### src/rtl/afs_pkg.sv
package afs_pkg;

  localparam int unsigned AFS_SYNC_STAGES = 2;

  typedef struct packed {
    logic fs_inv;
    logic fs_slave;
    logic clk_slave;
    logic rise_sample;
  } afs_mode_t;

endpackage

### src/rtl/afs_sync.sv
module afs_sync #(
  parameter int unsigned W      = 2,
  parameter int unsigned STAGES = 2
) (
  input  logic         clk,
  input  logic         rst_n,
  input  logic [W-1:0] d,
  output logic [W-1:0] q
);

  logic [STAGES-1:0][W-1:0] stage_q;

  genvar gs;
  generate
    for (gs = 0; gs < STAGES; gs++) begin : g_stage
      if (gs == 0) begin : g_first
        always_ff @(posedge clk or negedge rst_n) begin
          if (!rst_n) stage_q[gs] <= '0;
          else        stage_q[gs] <= d;
        end
      end else begin : g_next
        always_ff @(posedge clk or negedge rst_n) begin
          if (!rst_n) stage_q[gs] <= '0;
          else        stage_q[gs] <= stage_q[gs-1];
        end
      end
    end
  endgenerate

  assign q = stage_q[STAGES-1];

endmodule

### src/rtl/afs_tick.sv
module afs_tick (
  input  logic clk,
  input  logic rst_n,
  input  logic bclk_s,
  input  logic int_tick,
  input  logic clk_slave,
  input  logic rise_sample,
  output logic tick
);

  logic bclk_prev_q;
  logic ext_tick;

  always_ff @(posedge clk or negedge rst_n) begin
    if (!rst_n) bclk_prev_q <= 1'b0;
    else        bclk_prev_q <= bclk_s;
  end

  always_comb begin
    if (rise_sample) ext_tick = bclk_s & ~bclk_prev_q;
    else             ext_tick = ~bclk_s & bclk_prev_q;
    tick = clk_slave ? ext_tick : int_tick;
  end

  AST_EXT_TICK_SPACED: assert property (@(posedge clk) disable iff (!rst_n)
    ext_tick |=> !ext_tick);

endmodule

### src/rtl/afs_counter.sv
module afs_counter #(
  parameter int unsigned POS_W = 10
) (
  input  logic             clk,
  input  logic             rst_n,
  input  logic             run,
  input  logic             tick,
  input  logic             fs_slave,
  input  logic             fs_inv,
  input  logic             fs_s,
  input  logic [POS_W-1:0] flen_m1,
  input  logic [POS_W-1:0] sync_len,
  output logic [POS_W-1:0] pos,
  output logic             fstart,
  output logic             fs_level
);

  logic [POS_W-1:0] pos_q, pos_d, pos_inc;
  logic             st_q, st_d;
  logic             fst_q, fst_d;
  logic             fs_q, fs_d;
  logic             fprev_q, fprev_d;
  logic             edge_hit;

  always_comb begin
    edge_hit = tick && (fs_s != fprev_q) && (fs_s != fs_inv);
    pos_inc  = (pos_q >= flen_m1) ? '0 : pos_q + 1'b1;
    pos_d    = pos_q;
    st_d     = st_q;
    fst_d    = fst_q;
    fs_d     = fs_q;
    fprev_d  = fprev_q;
    if (!run) begin
      pos_d   = '0;
      st_d    = 1'b0;
      fst_d   = 1'b0;
      fs_d    = fs_inv;
      fprev_d = fs_s;
    end else if (tick) begin
      fprev_d = fs_s;
      if (fs_slave) begin
        if (edge_hit) begin
          pos_d = '0;
          st_d  = 1'b1;
        end else if (st_q) begin
          pos_d = pos_inc;
        end else begin
          pos_d = '0;
        end
      end else begin
        pos_d = st_q ? pos_inc : '0;
        st_d  = 1'b1;
      end
      fst_d = st_d && (pos_d == '0);
      fs_d  = (pos_d < sync_len) ^ fs_inv;
    end
  end

  always_ff @(posedge clk or negedge rst_n) begin
    if (!rst_n) begin
      pos_q   <= '0;
      st_q    <= 1'b0;
      fst_q   <= 1'b0;
      fs_q    <= 1'b0;
      fprev_q <= 1'b0;
    end else begin
      pos_q   <= pos_d;
      st_q    <= st_d;
      fst_q   <= fst_d;
      fs_q    <= fs_d;
      fprev_q <= fprev_d;
    end
  end

  assign pos      = pos_q;
  assign fstart   = fst_q;
  assign fs_level = fs_q;

  AST_IDLE_AT_ZERO: assert property (@(posedge clk) disable iff (!rst_n)
    !run |=> (pos_q == '0) && !fst_q);

  AST_HOLD_NO_TICK: assert property (@(posedge clk) disable iff (!rst_n)
    (run && !tick) |=> $stable(pos_q) && $stable(fst_q) && $stable(fs_q));

  AST_START_AT_ZERO: assert property (@(posedge clk) disable iff (!rst_n)
    fst_q |-> (pos_q == '0));

  AST_STEP_ONE: assert property (@(posedge clk) disable iff (!rst_n)
    (run && tick && st_q && (pos_q < flen_m1) && !(fs_slave && edge_hit))
      |=> (pos_q == $past(pos_q) + 1'b1));

  AST_SLAVE_ALIGN: assert property (@(posedge clk) disable iff (!rst_n)
    (run && fs_slave && edge_hit) |=> (pos_q == '0) && fst_q);

endmodule

### src/rtl/afs_gen.sv
module afs_gen #(
  parameter int unsigned POS_W = 10
) (
  input  logic             clk,
  input  logic             rst_n,
  input  logic             tx_en,
  input  logic             rx_en,
  input  logic [POS_W-1:0] cfg_frame_len_m1,
  input  logic [POS_W-1:0] cfg_sync_len,
  input  logic             cfg_fs_inv,
  input  logic             cfg_fs_slave,
  input  logic             cfg_clk_slave,
  input  logic             cfg_rise_sample,
  input  logic             int_tick,
  input  logic             bclk_in,
  input  logic             fs_in,
  output logic [POS_W-1:0] bit_pos,
  output logic             frame_start,
  output logic             fs_out,
  output logic             fs_oe
);

  import afs_pkg::*;

  localparam int unsigned PIN_W = 2;

  afs_mode_t  mode;
  logic       run;
  logic       tick;
  logic [PIN_W-1:0] pins_s;

  assign mode = '{fs_inv:      cfg_fs_inv,
                  fs_slave:    cfg_fs_slave,
                  clk_slave:   cfg_clk_slave,
                  rise_sample: cfg_rise_sample};
  assign run  = tx_en | rx_en;

  afs_sync #(.W(PIN_W), .STAGES(AFS_SYNC_STAGES)) u_sync (
    .clk   (clk),
    .rst_n (rst_n),
    .d     ({fs_in, bclk_in}),
    .q     (pins_s)
  );

  afs_tick u_tick (
    .clk         (clk),
    .rst_n       (rst_n),
    .bclk_s      (pins_s[0]),
    .int_tick    (int_tick),
    .clk_slave   (mode.clk_slave),
    .rise_sample (mode.rise_sample),
    .tick        (tick)
  );

  afs_counter #(.POS_W(POS_W)) u_ctr (
    .clk      (clk),
    .rst_n    (rst_n),
    .run      (run),
    .tick     (tick),
    .fs_slave (mode.fs_slave),
    .fs_inv   (mode.fs_inv),
    .fs_s     (pins_s[1]),
    .flen_m1  (cfg_frame_len_m1),
    .sync_len (cfg_sync_len),
    .pos      (bit_pos),
    .fstart   (frame_start),
    .fs_level (fs_out)
  );

  assign fs_oe = run & ~mode.fs_slave;

  AST_IDLE_SYNC_LEVEL: assert property (@(posedge clk) disable iff (!rst_n)
    !(tx_en || rx_en) |=> (fs_out == $past(cfg_fs_inv)));

endmodule

### config.mk
export PLATFORM = sky130hd
export DESIGN_NAME = afs_gen
export DESIGN_NICKNAME = d
export VERILOG_FILES = /design/src/rtl/afs_pkg.sv /design/src/rtl/afs_sync.sv /design/src/rtl/afs_tick.sv /design/src/rtl/afs_counter.sv /design/src/rtl/afs_gen.sv
export SDC_FILE = /design/constraint.sdc
export NUM_CORES = 1
export LEC_CHECK = 0
export BUFFER_PORTS_ARGS = -buffer_cell sky130_fd_sc_hd__buf_4
export CAP_MARGIN = 20
export CORE_UTILIZATION = 40
export CTS_CLUSTER_DIAMETER = 50
export DETAILED_ROUTE_END_ITERATION = 12
export PLACE_DENSITY = 0.7
export SLEW_MARGIN = 20
export SYNTH_ARGS = -nofsm -noshare
export SYNTH_HDL_FRONTEND = slang
export SYNTH_SLANG_ARGS = --single-unit
### constraint.sdc
create_clock -name clk -period 3.7 [get_ports clk]
set_input_delay 0.185 -clock clk [delete_from_list [all_inputs] [get_ports clk]]
set_output_delay 0.185 -clock clk [all_outputs]
set_load 0.01 [all_outputs]
==> metrics.txt, run 1 <==
Synthesized Nets=254; initial antenna violation count=0; Core Box Area=4060 µm²; peak supply drop=170 µV; Skew-Pair Late Insertion Delay=260 ps; synth warn=0; TritonCTS buffer count=3; diodes inserted=0; Hold Crit Class=primary input to flip-flop; critical-path cell list=ha_1 -> nand3_2 -> nor2_4 -> and4_2 -> xnor2_1 -> nor2_1 -> ha_1 -> nand4_1 -> nor4_1 -> o211ai_1 -> a21oi_1 -> mux2i_1 -> nand2_1; Post-synth EDFFs=0; GPL Wtd Cong=0.864; Post-DRT Antenna Nets=0; footprint of the multi-input gates=1100 µm²; dpl hpwl=3170 µm; Post-CTS Hold Buffers=1; drt total wl=4000 µm; initial core utilization=0.423; number of I/O port buffers=43; vias per inst=5.42; Max-cap violations=0; Post-CTS Resized=0; Synth async-reset ratio=1.00; sequential share of the synthesized area=0.277; synth unique cells=53; Crit Path Max Fanout=8; vias in the first global route=1544; Worst path max stage delay=510 ps; Seq. cell area=475 µm²; Slowest cell on crit path=dfrtp_1; most frequent cells in the layout=45 x buf_4, 24 x inv_1, 20 x ha_1, 19 x nor2_1, 19 x dfrtp_1; DRC violations left=0; final setup vio count=0; nets=296; clk buf depth=2; met2 usage=0.337; Die Ht=67.5 µm; TritonCTS clock tree=yes; filler instances=396; Slew headroom=0.439; GR peak layer=met2; final setup TNS=0 ps; postcts setup bufs=0; DRT iter0 DRCs=73; Syn Area/Cell=8.46 µm²; period utilization=0.880; CP required=3840 ps; num ports=44; Hold Vio Cnt, Final=0; Tot GR Track Use=0.201; die width=67.5 µm; total die area=4560 µm²; # rows=23; Primary FF master, synth=dfrtp_1; Final Max Tran Viols=0; clock sink count=19; status=finished, final reports clean; GRT met1 Usage=0.268; biggest area consumer among synthesized cells=dfrtp_1; clock slew at reported path FFs=80 ps; Setup crit start kind=flip-flop; most common cell after layout, fill and taps aside=buf_4; M3 GR Usage=0.0270; Worst path most repeated cell=ha_1; largest net degree at the start of global routing=20; vias post-DR=1594; minimum clock period=3250 ps; critical path capture point type=flip-flop; Syn Inst Count=203; average wire per standard cell=13.6 µm; grt total ovfl=0; post-layout util=0.525; fmax=307 MHz; worst-margin pin slew=838 ps; clock root cell=clkbuf_8; share of layout cells above drive strength 1=0.266; Area growth, synth to finish=24.1%; global-route wire length before repair=6890 µm; share of Yosys cell area claimed by the top area cell type=0.277; Worst EP arrival=3400 ps; clock skew=3.77 ps; H-tree depth=1; Pwr Density=241 nW/µm²; Pre-antenna DRT Iters=4; RSZ-0062 raised after global routing=no; Yosys reg bits=19; ranking of synthesized cells by area=dfrtp_1 28%, ha_1 15%, inv_1 5.2%; Mapped Area=1720 µm²; kind of critical path=flip-flop to flip-flop; LEAKAGE=0.00103 µW
[worst max-delay path, delay by kind of cell (launching register included)]
| family | cells | cell delay [ps] |
|---|---|---|
| adder cells (fa/ha/maj) | 2 | 740 |
| flip-flops | 1 | 510 |
| AND/OR/NAND/NOR | 7 | 1270 |
| XOR/XNOR | 1 | 130 |
| AO/OA/AOI/OAI | 2 | 310 |
| multiplexers | 1 | 200 |
[worst paths after layout]
path	from	to	slack [ps]	depth (start not counted)
worst max register to register	u_ctr.pos[0]	u_ctr.fs_level	450	13
worst max-delay path	u_ctr.pos[0]	u_ctr.fs_level	450	13
min in group asynchronous	rst_n	u_ctr.pos[8]	350	2
worst min register to register	u_sync.stage_q[1]	u_sync.q[1]	350	0
worst min-delay path	fs_in	u_sync.stage_q[1]	30	1
max in group asynchronous	rst_n	u_ctr.fstart	3150	2
[synthesized netlist by cell type, types with 3 or more instances]
cell,instances
inv_1,24
ha_1,20
dfrtp_1,19
nor2_1,19
a21oi_1,10
nand2_1,10
o21ai_0,10
xnor2_1,8
nand3_1,7
nor3_1,6
nor4_1,6
nand4_1,5
a211o_1,4
clkbuf_1,4
a31oi_1,3
buf_2,3
o21a_1,3
[kinds of logic after synthesis]
logic type | Yosys count | share of synthesized area
AO/OA/AOI/OAI | 46 | 0.192
multiplexers | 3 | 0.0211
buffers and inverters | 34 | 0.0808
XOR/XNOR | 9 | 0.0459
adder cells (fa/ha/maj) | 20 | 0.146
flip-flops | 19 | 0.277
AND/OR/NAND/NOR | 72 | 0.237
[registers in the layout, indices dropped and copies added, names as in the netlist]
signal              flops
u_ctr.st_q              1
u_ctr.fs_level          1
u_ctr.fstart            1
u_tick.bclk_prev_q      1
u_sync.q                2
u_ctr.pos              10
u_sync.stage_q          2
u_ctr.fprev_q           1
[metrics by stage]
step | area (µm²) | setup slack, ps | instances | hold slack (ps) | power [µW]
floorplan | 1720 | 881 | 203 | -111 | 307
CTS | 2130 | 481 | 294 | 23.2 | 517
finish | 2130 | 445 | 294 | 26.2 | 514
detailed placement | 2070 | 497 | 289 | 75.4 | 366
global route | 2130 | 182 | 294 | 16.8 | 546
global placement | 2070 | 538 | 289 | 75.6 | 363
[report_power, final]
| group | total (µW) | switching [µW] | internal, µW |
|---|---|---|---|
| combinational | 133 | 71.4 | 61.5 |
| sequential | 230 | 10.6 | 219 |
| clock | 151 | 75.2 | 75.9 |
| total | 514 | 157 | 357 |
[layout make-up]
cell class,count,area share
clock buffers,3,0.0194
multi-input cells,150,0.518
flip-flops and latches,19,0.223
well taps,50,0.0293
inverters,25,0.0440
repair buffers,46,0.163
clock inverters,1,0.00352
[routing by layer]
| layer | vias up | routed length, µm |
|---|---|---|
| met5 | - | 0 |
| met2 | 35 | 1940 |
| li1 | 815 | - |
| met3 | 2 | 154 |
| met1 | 742 | 1890 |
| met4 | 0 | 21 |
Note: power is estimated with default switching activity, not from simulation.
==> run 2, diff against run 1 <==
- RECOVER_POWER: default -> 25
==> run 2 against run 1 <==
Fmax decreased by 0.19%. First-iteration DRC count increased by 18%. Non-clock buffer count is the same. Routed wire length fell by 0.25%. Via count decreased by 0.25%. Die area is the same. Design area fell by 0.18%. Critical path depth unchanged. Clock power barely moved. Power fell by 0.20%. Cell count unchanged. Critical path type unchanged.
==> metrics.txt, run 2 (same netlist as run 1, synthesis figures left out) <==
status=finished, final reports clean (unchanged); R2R setup slack=440 ps (was 450 ps); crit path to=u_ctr.fs_level (unchanged); TritonCTS clock tree=yes (unchanged); number of I/O port buffers=43 (unchanged); vias post-DR=1590 (was 1594); Hold Vio Cnt, Final=0 (unchanged); nets=296 (unchanged); critical path capture point type=flip-flop (unchanged); initial core utilization=0.423 (unchanged); Hold Path Depth=1 (unchanged); period utilization=0.881 (was 0.880); Gate power share=0.259 (about the same); internal power=356 µW (was 357 µW); max reg flops=10 (unchanged); Placed Cells incl. Taps=289 (unchanged); drt total wl=3990 µm (was 4000 µm); Pre-antenna DRT Iters=4 (unchanged); critical-path cell list=ha_1 -> a211o_1 -> a211oi_2 -> o21ai_1 -> a21o_1 -> nor2_1 -> ha_1 -> nand4_1 -> nor4_1 -> o211ai_1 -> a21oi_1 -> mux2i_1 -> nand2_1 (was ha_1 -> nand3_2 -> nor2_4 -> and4_2 -> xnor2_1 -> nor2_1 -> ha_1 -> nand4_1 -> nor4_1 -> o211ai_1 -> a21oi_1 -> mux2i_1 -> nand2_1); post-layout instance area=2130 µm² (about the same); clk buf depth=2 (unchanged); filler instances=398 (was 396); Crit Path Max Fanout=10 (was 8); initial antenna violation count=0 (unchanged); largest net degree at the start of global routing=20 (unchanged); Core Box Area=4060 µm² (unchanged); Post-CTS Resized=0 (unchanged); Tot GR Track Use=0.201 (unchanged); Area growth, synth to finish=23.9% (was 24.1%); GPL Wtd Cong=0.864 (unchanged); most common cell after layout, fill and taps aside=buf_4 (unchanged); RR Startpoint=u_ctr.pos[7] (was u_ctr.pos[0]); Worst path max stage delay=490 ps (was 510 ps); RSZ-0062 raised after global routing=no (unchanged); Sequential Power Share=0.448 (was 0.447); Slowest cell on crit path=dfrtp_1 (unchanged); clock root cell=clkbuf_8 (unchanged); die width=67.5 µm (unchanged); num ports=44 (unchanged); Worst EP arrival=3400 ps (about the same); Skew-Pair Late Insertion Delay=260 ps (about the same); postcts setup bufs=0 (unchanged); average wire per standard cell=13.6 µm (about the same); Worst path most repeated cell=ha_1 (unchanged); Die Ht=67.5 µm (unchanged); # rows=23 (unchanged); worst-margin pin slew=1070 ps (was 838 ps); Setup crit start kind=flip-flop (unchanged); most frequent cells in the layout=42 x buf_4, 24 x inv_1, 20 x ha_1, 19 x nor2_1, 19 x dfrtp_1 (was 45 x buf_4, 24 x inv_1, 20 x ha_1, 19 x nor2_1, 19 x dfrtp_1); grt total ovfl=0 (unchanged); Final Max Tran Viols=0 (unchanged); reg-to-reg endpoint=u_ctr.fs_level (unchanged); post-layout util=0.525 (about the same); global-route wire length before repair=6890 µm (unchanged); Max-cap violations=0 (unchanged); Slew headroom=0.289 (was 0.439); TritonCTS buffer count=3 (unchanged); H-tree depth=1 (unchanged); clock skew=5.41 ps (was 3.77 ps); kind of critical path=flip-flop to flip-flop (unchanged); share of layout cells above drive strength 1=0.262 (was 0.266); vias per inst=5.41 (was 5.42); final setup vio count=0 (unchanged); diodes inserted=0 (unchanged); DRC violations left=0 (unchanged); final setup TNS=0 ps (unchanged); R2R depth=13 (unchanged); DRT iter0 DRCs=86 (was 73); Pwr Density=241 nW/µm² (about the same); dpl hpwl=3170 µm (unchanged); Hold Crit Class=primary input to flip-flop (unchanged); Sw Share=0.306 (about the same); Placed Area=2070 µm² (unchanged); vias in the first global route=1544 (unchanged); clock slew at reported path FFs=80 ps (about the same); Clk network pwr share=0.293 (was 0.294); total die area=4560 µm² (unchanged); clock sink count=19 (unchanged); minimum clock period=3260 ps (was 3250 ps); LEAKAGE=0.00102 µW (was 0.00103 µW); peak supply drop=170 µV (about the same); Critical Path Start=u_ctr.pos[7] (was u_ctr.pos[0]); Post-DRT Antenna Nets=0 (unchanged); final cell count without fillers=294 (unchanged); switching power=157 µW (about the same); CP required=3840 ps (about the same); fmax=307 MHz (about the same)
[run 2: cell count changes in the layout (fill, tap and decap cells not counted)]
cell,previous run,this run
buf_4,45,42
clkbuf_1,0,1
clkbuf_4,0,2
[run 2: worst max-delay path, delay by kind of cell, from the launching register on]
kind,cells,cell delay (ps)
compound gates,6,1300
mux,1,200
fa+ha+maj,2,480
flops,1,490
simple gates,4,670
[run 2: worst min path at each step]
| stage | from | slack (ps) | end |
|---|---|---|---|
| 6_report | fs_in | 50 | u_sync.stage_q[1] |
| 5_1_grt | fs_in | 40 | u_sync.stage_q[1] |
| 4_1_cts | fs_in | 20 | u_sync.stage_q[1] |
| 3_5_place_dp | rst_n | 80 | u_ctr.pos[8] |
| 3_3_place_gp | rst_n | 80 | u_ctr.pos[8] |
| 2_1_floorplan | rst_n | -110 | u_ctr.fprev_q |
[run 2: what timing repair did]
action	4_1_cts	5_1_grt
hold buffers	1	0
endpoints found under the hold margin	19	0
endpoints found under the setup margin	0	0
[run 2: through the flow]
| stage | total power (µW) | setup WS, ps | hold slack (ps) |
|---|---|---|---|
| finish | 513 | 439 | 47.7 |
| global route | 545 | 182 | 39.5 |
| CTS | 517 | 481 | 23.2 |
| detailed placement | 366 | 497 | 75.4 |
| global placement | 363 | 538 | 75.6 |
| floorplan | 307 | 881 | -111 |
[run 2: layout make-up]
type                    instances  area, µm²  share of cell area
multi-input cells             150       1100               0.519
flip-flops and latches         19        475               0.223
repair buffers                 46        344               0.162
inverters                      25       93.8              0.0441
well taps                      50       62.6              0.0294
clock buffers                   3       41.3              0.0194
clock inverters                 1       7.51             0.00353
[run 2: power by group through the flow]
stage | Sequential, µW | Combinational, µW | Clock, µW
after floorplan | 235 | 72.5 | 0
after detailed placement | 234 | 133 | 0
after global routing | 232 | 150 | 163
after CTS | 230 | 134 | 153
final | 230 | 133 | 150
after global placement | 234 | 130 | 0
[run 2: layer usage]
| metal | GRT usage | up-vias | routed length (µm) |
|---|---|---|---|
| met2 | 0.337 | 36 | 1920 |
| met5 | 0 | - | 0 |
| met3 | 0.0270 | 2 | 147 |
| li1 | - | 814 | - |
| met4 | 0.0505 | 0 | 21 |
| met1 | 0.268 | 738 | 1910 |
==> run 3, diff against run 2 <==
- BUFFER_PORTS_ARGS: -buffer_cell sky130_fd_sc_hd__buf_4 -> -buffer_cell sky130_fd_sc_hd__buf_2
==> run 3 against run 2 <==
Worst hold slack got worse by 20 ps. First-iteration DRC count decreased by 40%. Sequential cell count unchanged. Clock skew decreased by 1.6 ps. Global-route usage decreased by 1.4 points. Sequential power about the same. Critical endpoint unchanged.
==> metrics.txt, run 3 (same netlist as run 1, synthesis figures left out) <==
Area growth, synth to finish=18.2% (was 23.9%); vias in the first global route=1397 (was 1544); Gate power share=0.242 (was 0.259); Placed Area=1970 µm² (was 2070 µm²); Sw Share=0.314 (was 0.306); H-tree depth=1 (unchanged); Tot GR Track Use=0.186 (was 0.201); Slowest cell on crit path=dfrtp_1 (unchanged); critical path capture point type=flip-flop (unchanged); TritonCTS clock tree=yes (unchanged); vias post-DR=1583 (was 1590); R2R setup slack=480 ps (was 440 ps); share of layout cells above drive strength 1=0.265 (was 0.262); RSZ-0062 raised after global routing=no (unchanged); LEAKAGE=0.00100 µW (was 0.00102 µW); num ports=44 (unchanged); final setup vio count=0 (unchanged); post-layout instance area=2030 µm² (was 2130 µm²); Final Max Tran Viols=0 (unchanged); die width=67.5 µm (unchanged); # rows=23 (unchanged); Hold Crit Class=primary input to flip-flop (unchanged); Clk network pwr share=0.303 (was 0.293); clock root cell=clkbuf_8 (unchanged); Worst path most repeated cell=ha_1 (unchanged); clock skew=3.86 ps (was 5.41 ps); largest net degree at the start of global routing=20 (unchanged); Pre-antenna DRT Iters=4 (unchanged); WHS=27.9 ps (was 47.7 ps); minimum clock period=3220 ps (was 3260 ps); worst-margin pin slew=1070 ps (about the same); grt total ovfl=0 (unchanged); most frequent cells in the layout=42 x buf_2, 24 x inv_1, 20 x ha_1, 19 x nor2_1, 19 x dfrtp_1 (was 42 x buf_4, 24 x inv_1, 20 x ha_1, 19 x nor2_1, 19 x dfrtp_1); most common cell after layout, fill and taps aside=buf_2 (was buf_4); DRC violations left=0 (unchanged); Placed Cells incl. Taps=290 (was 289); period utilization=0.870 (was 0.881); max reg flops=10 (unchanged); Max-cap violations=0 (unchanged); Die Ht=67.5 µm (unchanged); Post-DRT Antenna Nets=0 (unchanged); Setup crit start kind=flip-flop (unchanged); global-route wire length before repair=6360 µm (was 6890 µm); CP delay by family, top=simple AND/OR/NAND/NOR gates (was compound AO/OA/AOI/OAI gates); drt total wl=3900 µm (was 3990 µm); critical-path cell list=ha_1 -> nand3_2 -> nor2_4 -> and4_2 -> xnor2_1 -> nor2_1 -> ha_1 -> nand4_1 -> nor4_1 -> o211ai_1 -> a21oi_1 -> mux2i_1 -> nand2_1 (was ha_1 -> a211o_1 -> a211oi_2 -> o21ai_1 -> a21o_1 -> nor2_1 -> ha_1 -> nand4_1 -> nor4_1 -> o211ai_1 -> a21oi_1 -> mux2i_1 -> nand2_1); total die area=4560 µm² (unchanged); vias per inst=5.37 (was 5.41); clock sink count=19 (unchanged); status=finished, final reports clean (unchanged); Pwr Density=247 nW/µm² (was 241 nW/µm²); CP required=3850 ps (was 3840 ps); Worst path max stage delay=500 ps (was 490 ps); crit path buf inv count=0 (unchanged); diodes inserted=0 (unchanged); initial core utilization=0.423 (unchanged); final setup TNS=0 ps (unchanged); Slew headroom=0.286 (was 0.289); GPL Wtd Cong=0.833 (was 0.864); internal power=345 µW (was 356 µW); Skew-Pair Late Insertion Delay=260 ps (about the same); clk buf depth=2 (unchanged); nets=297 (was 296); clock slew at reported path FFs=80 ps (about the same); fmax=311 MHz (was 307 MHz); average wire per standard cell=13.2 µm (was 13.6 µm); TritonCTS buffer count=3 (unchanged); Worst EP arrival=3370 ps (was 3400 ps); Core Box Area=4060 µm² (unchanged); switching power=158 µW (was 157 µW); initial antenna violation count=0 (unchanged); Crit Path Max Fanout=8 (was 10); peak supply drop=214 µV (was 170 µV); Hold Vio Cnt, Final=0 (unchanged); Sequential Power Share=0.455 (was 0.448); kind of critical path=flip-flop to flip-flop (unchanged); DRT iter0 DRCs=52 (was 86); dpl hpwl=3090 µm (was 3170 µm); number of I/O port buffers=43 (unchanged); final cell count without fillers=295 (was 294)
[run 3: changes by cell type in the layout (fill, tap and decap cells not counted)]
| cell | delta |
|---|---|
| buf_2 | +42 |
| buf_4 | -39 |
| clkbuf_4 | -2 |
[run 3: what timing repair did]
item                                   4_1_cts  5_1_grt
endpoints found under the hold margin       19        0
hold buffers                                 1        0
gates resized for setup                      0        0
setup endpoints to repair                    0        0
setup buffers                                0        0
[run 3: area by class of cell]
type | instances | area [µm²]
clock inverter | 1 | 7.51
sequential | 19 | 475
fill | 405 | 2030
tap | 50 | 62.6
multi-input combinational | 150 | 1100
inverter | 25 | 93.8
clock buffer | 3 | 41.3
timing repair buffer | 47 | 246
[run 3: per-layer routing]
layer	part of all wire	global-route usage
met2	0.48	0.312
met3	0.029	0.0220
met1	0.49	0.255
met4	0.0054	0.0399
met5	0	0
[run 3: path summary, 6_finish.rpt]
path / start / endpoint / cells after the start
min reg2reg: u_sync.stage_q[0] / u_sync.q[0] / 0
max in group asynchronous: rst_n / u_ctr.pos[0] / 2
max reg2reg: u_ctr.pos[0] / u_ctr.fs_level / 13
min: bclk_in / u_sync.stage_q[0] / 1
min in group asynchronous: rst_n / u_ctr.pos[7] / 2
max: u_ctr.pos[0] / u_ctr.fs_level / 13
[run 3: power groups by stage]
| stage | Clock, µW | Sequential, µW | Combinational (µW) |
|---|---|---|---|
| detailed placement | 0 | 232 | 121 |
| global placement | 0 | 232 | 119 |
| CTS | 154 | 228 | 122 |
| global route | 163 | 231 | 138 |
| floorplan | 0 | 235 | 72.5 |
| finish | 152 | 229 | 121 |
[run 3: through the flow]
step,total power [µW],util,setup WS (ps)
global placement,351,0.486,558
detailed placement,353,0.486,482
global route,531,0.500,103
CTS,505,0.501,488
floorplan,307,-,881
finish,502,0.500,480
